[src/rtl/boot_sem_pkg.sv]
package boot_sem_pkg;

  // Strobes from the control module to the datapath.
  typedef struct packed {
    logic cfgAccept;   // configuration read captured this cycle
    logic mmioAccept;  // memory-mapped read captured this cycle
    logic sigToCfg;    // configuration port receives the signature
    logic sigToMmio;   // memory-mapped port receives the signature
    logic disarm;      // signature consumed this cycle
    logic rearm;       // restore the signature
  } semStrobes_t;

endpackage

[src/rtl/boot_sem_ctrl.sv]
module boot_sem_ctrl
  import boot_sem_pkg::*;
(
  input  logic        cfgRdEn,
  input  logic        mmioRdEn,
  input  logic        rearmReq,
  input  logic        armed,
  output semStrobes_t strobes
);

  logic anyRead;

  always_comb begin
    anyRead           = cfgRdEn | mmioRdEn;
    strobes.cfgAccept  = cfgRdEn;
    strobes.mmioAccept = mmioRdEn;
    // Fixed priority: the configuration port wins a same-cycle tie.
    strobes.sigToCfg   = armed & cfgRdEn;
    strobes.sigToMmio  = armed & mmioRdEn & ~cfgRdEn;
    // A re-arm in the same cycle overrides consumption.
    strobes.rearm      = rearmReq;
    strobes.disarm     = armed & anyRead & ~rearmReq;
  end

endmodule

[src/rtl/boot_sem_dp.sv]
module boot_sem_dp
  import boot_sem_pkg::*;
#(
  parameter int                DATA_W    = 32,
  parameter int                SIG_W     = 8,
  parameter logic [SIG_W-1:0]  SIGNATURE = 8'hA5
) (
  input  logic              clk,
  input  logic              rst,
  input  semStrobes_t       strobes,
  output logic              armed,
  output logic [DATA_W-1:0] cfgRdData,
  output logic              cfgRdValid,
  output logic [DATA_W-1:0] mmioRdData,
  output logic              mmioRdValid
);

  localparam int                PAD_W    = DATA_W - SIG_W;
  localparam logic [DATA_W-1:0] SIG_WORD = {{PAD_W{1'b0}}, SIGNATURE};

  logic [DATA_W-1:0] cfgNext;
  logic [DATA_W-1:0] mmioNext;

  always_comb begin
    cfgNext  = strobes.sigToCfg  ? SIG_WORD : '0;
    mmioNext = strobes.sigToMmio ? SIG_WORD : '0;
  end

  // Shared armed flag.
  always_ff @(posedge clk) begin
    if (rst)                 armed <= 1'b1;
    else if (strobes.rearm)  armed <= 1'b1;
    else if (strobes.disarm) armed <= 1'b0;
  end

  // Registered return stage for each port.
  always_ff @(posedge clk) begin
    if (rst) begin
      cfgRdData   <= '0;
      cfgRdValid  <= 1'b0;
      mmioRdData  <= '0;
      mmioRdValid <= 1'b0;
    end else begin
      cfgRdData   <= cfgNext;
      cfgRdValid  <= strobes.cfgAccept;
      mmioRdData  <= mmioNext;
      mmioRdValid <= strobes.mmioAccept;
    end
  end

endmodule

[src/rtl/boot_sem_reg.sv]
module boot_sem_reg
  import boot_sem_pkg::*;
#(
  parameter int               DATA_W    = 32,
  parameter int               SIG_W     = 8,
  parameter logic [SIG_W-1:0] SIGNATURE = 8'hA5
) (
  input  logic              clk,
  input  logic              rst,
  input  logic              cfgRdEn,
  input  logic              mmioRdEn,
  input  logic              rearm,
  output logic [DATA_W-1:0] cfgRdData,
  output logic              cfgRdValid,
  output logic [DATA_W-1:0] mmioRdData,
  output logic              mmioRdValid
);

  semStrobes_t strobes;
  logic        armed;

  boot_sem_ctrl u_ctrl (
    .cfgRdEn (cfgRdEn),
    .mmioRdEn(mmioRdEn),
    .rearmReq(rearm),
    .armed   (armed),
    .strobes (strobes)
  );

  boot_sem_dp #(
    .DATA_W   (DATA_W),
    .SIG_W    (SIG_W),
    .SIGNATURE(SIGNATURE)
  ) u_dp (
    .clk        (clk),
    .rst        (rst),
    .strobes    (strobes),
    .armed      (armed),
    .cfgRdData  (cfgRdData),
    .cfgRdValid (cfgRdValid),
    .mmioRdData (mmioRdData),
    .mmioRdValid(mmioRdValid)
  );

endmodule

[config.mk]
export PLATFORM = sky130hd
export DESIGN_NAME = boot_sem_reg
export DESIGN_NICKNAME = d
export VERILOG_FILES = /design/src/rtl/boot_sem_pkg.sv /design/src/rtl/boot_sem_ctrl.sv /design/src/rtl/boot_sem_dp.sv /design/src/rtl/boot_sem_reg.sv
export SDC_FILE = /design/constraint.sdc
export NUM_CORES = 1
export LEC_CHECK = 0
export CORE_ASPECT_RATIO = 1.4
export CORE_MARGIN = 3
export CORE_UTILIZATION = 28
export CTS_CLUSTER_SIZE = 30
export DETAILED_ROUTE_END_ITERATION = 6
export MAX_ROUTING_LAYER = met4
export PLACE_DENSITY = 0.89
export SYNTH_ARGS = -nofsm -noshare
export SYNTH_HDL_FRONTEND = slang
export SYNTH_HIERARCHICAL = 1
export SYNTH_SLANG_ARGS = --single-unit
[constraint.sdc]
create_clock -name clk -period 1 [get_ports clk]
set_clock_uncertainty 0.15 [all_clocks]
set_input_delay 0.3 -clock clk [delete_from_list [all_inputs] [get_ports clk]]
set_output_delay 0.3 -clock clk [all_outputs]
set_load 0.005 [all_outputs]
# Word-level counts from Yosys, hierarchy flattened
# Cells that the tools add are included.
# Widths: inputs -> output; s select.
dict set report word_totals {
  ff_bits 67
  in_bits 5
  out_inout_bits 66
  wordCells 16
}
dict set report op_classes {
  mux 2
  n_bitwise 8
  n_reduce_logical 1
}
# cell count
set op_table {}
lappend op_table {{$mux 8} 2}
lappend op_table {{$and 1x1->1} 5}
lappend op_table {{$not 1->1} 2}
lappend op_table {{$reduce_or 2->1} 1}
lappend op_table {{$or 1x1->1} 1}

# Logic depth before layout (Yosys ltp)
dict set report logic_depth {
  ltp_word 3
  mapped_depth 3
  ltp_nobuf 3
}

# Hierarchy
# Netlist, hierarchy kept.
# mod n_inst cells_each area_per_inst_um2 seq_area_each_um2
set modules_own_cells {}
lappend modules_own_cells {boot_sem_dp 1 75 606.8 100.1}
lappend modules_own_cells {boot_sem_ctrl 1 7 56.3 0.0}

# Least setup slack after synthesis
# OpenSTA, ideal clock, no wires.
dict set report synth_timing {
  path_kind {reg-to-output}
  start {reg u_dp/cfgRdData[5] (netlist name)}
  end {out cfgRdData[2]}
  t_arrival_ns 0.475
  required_time_ns 0.550
  path_slack_ns 0.075
  path_stages_with_launch 2
  n_path_buf 1
  path_cell_list {dfxtp_1 -> buf_4}
}
# item line_no
set synth_lines {}
lappend synth_lines {{to (decl)} boot_sem_reg.sv:13} ;# output logic [DATA_W-1:0] cfgRdData,

==> out/metrics.cfg <==
[run_status]
outcome = finished, violations left
violations = setup timing

[critical_path]
r2r_setup_slack_ns = 0.11
cp-start-kind = flop
worstPathArrival_ns = 0.80
cp_max_fo = 4
required_ns = 0.55
crit_type = flop to output pin
critPathCaptureType = output pin

[power_and_ir_drop]
powerDensity_mw_per_mm2 = 990
vdd.ir_drop.worst_mv = 0.629
power.leakage_nw = 0.370

[synth]
synth_most_common_cell = buf_4
synth_flop_cell = dfxtp_1
synth-edff-count = 0
synth_common_cells = buf_4, dfxtp_1, nor2b_1, nor2_1
netlist_area_sq_um = 663
yosys_warnings = 6
synth-async-reset-ratio = 0
synth_area_leader_cell = buf_4
synth_top_area_frac = 0.736
synth.distinct_cells = 10
yosysSeqAreaShare = 0.151
ys_ff_latch = 5
syn_inst = 82
synthTopCellsByArea = buf_4, dfxtp_1, nor2b_1
syn-mean-instance-area_sq_um = 8.09

[detailed_routing]
vias_per_cell = 2.90
wl_per_cell_um = 6.83
drt_iter0_markers = 6
totalWireLength_um = 779
vias = 331
drt_pre_antenna_iters = 2
drc = 0
ant_nets = 0

[global_route]
gr-usage-all-layers = 0.0486
antenna_found_initial = 0
grt_pass1_vias = 211
grt_max_degree = 6
grt_pass1_wl_um = 890
globalRouteOverflowTotal = 0

[floorplanning]
die_x_um = 47.1
core_sq_mm = 0.00220
start_util = 0.301
dieArea_sq_mm = 0.00300
die_h_um = 63.6
rows = 20
boundaryPins = 71

[final_layout]
drive_gt1_frac = 0.217
fin_nets = 98
regArea_sq_um = 105
fill_cells = 259
multi_input_area_sq_um = 278
synthToLayoutAreaGrowth_pct = -13.0
final_util = 0.262
final_area_sq_um = 577
antennaDiodeCount = 0

[job]
cap_violations = 0

[clocking]
clock-sinks = 5
htreeDepth = 1
cts_buffers = 3
cts_tree = built
insertion_delay_ns = 0.24
clockRootBuffer = clkbuf_4
cts.clk_slew.worst_paths_ns = 0.04
clock_path_buffers = 2

[sta]
max_freq_mhz = 803
whs_ns = 0.177
setup_viol = 10
finalCriticalPeriod_ns = 1.25
rsz0062_at_grt = true
drv_slew = 0
finalHoldViolCount = 0
setup_ws_ns = -0.246
finalCritPeriodShare = 1.25

[placement]
place_congestion = 0.599
numPortBuffers = 14
place_area_sq_um = 549
hpwl_um = 691

[min_path]
hp-class = input pin to flop

==> kinds of logic (layout without fill, tap and decap cells) <==
group                  Yosys count  after routing  synth area share
AO/OA/AOI/OAI                    1              1           0.00754
buffers and inverters           66             21             0.742
flip-flops                       5              5             0.151
other                            1             56           0.00565
AND/OR/NAND/NOR                  9              9            0.0943
==> worst max-delay path, cell delays in order (launching register included) <==
cell	delay, ns
dfxtp_4	0.34
buf_6	0.11
buf_6	0.10
==> through the flow <==
step | worst slack, ns | cells | setup TNS (ns) | total power [mW]
after global placement | -0.387 | 108 | -4.79 | 0.345
after detailed placement | -0.386 | 108 | -4.85 | 0.347
final | -0.246 | 114 | -1.72 | 0.571
after CTS | -0.266 | 114 | -1.90 | 0.583
after floorplan | 0.0754 | 137 | 0 | 0.467
after global routing | -0.278 | 114 | -2.01 | 0.617
==> layout by cell type, fill, tap and decap left out <==
master and instances:
dfxtp_2 1, nor2_1 2, and3b_2 1, and2_2 1
conb_1 56, dfxtp_4 1, buf_6 6, o21ai_0 1
nor2b_1 4, dfxtp_1 3, nor3b_2 1, clkbuf_4 3
buf_2 6, dlymetal6s2s_1 1, dlygate4sd2_1 3, inv_1 1
clkbuf_1 1
==> layout make-up <==
cell class                 count  share of cell area
inverter                       1             0.00651
tap                           22              0.0477
multi-input combinational     66               0.482
sequential                     5               0.182
timing repair buffer          16               0.236
clock buffer                   4              0.0456
==> worst paths after layout <==
kind | cells past startpoint | end | from
hold / removal | 2 | u_dp/cfgRdData[5]$_SDFF_PP0_ | rst
hold reg to reg | 2 | u_dp/armed$_SDFFE_PP1P_ | u_dp/armed$_SDFFE_PP1P_
setup reg to reg | 2 | u_dp/mmioRdData[5]$_SDFF_PP0_ | u_dp/armed$_SDFFE_PP1P_
setup / recovery | 2 | cfgRdData[0] | u_dp/cfgRdData[5]$_SDFF_PP0_
==> per-layer routing <==
layer / GRT usage / up-vias / part of all wire
met3: 0.00857 / 4 / 0.22
met1: 0.0444 / 136 / 0.26
li1: - / 146 / -
met4: 0.0623 / 0 / 0.033
met5: - / - / 0
met2: 0.0697 / 45 / 0.49
==> power by group <==
group	switching (mW)	internal, mW	total (mW)
logic	0.0760	0.0487	0.125
registers	0.00586	0.210	0.216
clock network	0.0800	0.151	0.231
total	0.162	0.409	0.571
==> flip-flops by register name, summed over array words and instances, names as in the netlist <==
register          flops
u_dp/armed            1
u_dp/cfgRdData        1
u_dp/cfgRdValid       1
u_dp/mmioRdData       1
u_dp/mmioRdValid      1
==> what timing repair did <==
item                                    4_1_cts  5_1_grt
resized for setup                            52        1
hold buffers                                  0        0
endpoints found under the setup margin       13       11
buffers inserted                              2        0
Note: power is estimated with default switching activity, not from simulation.
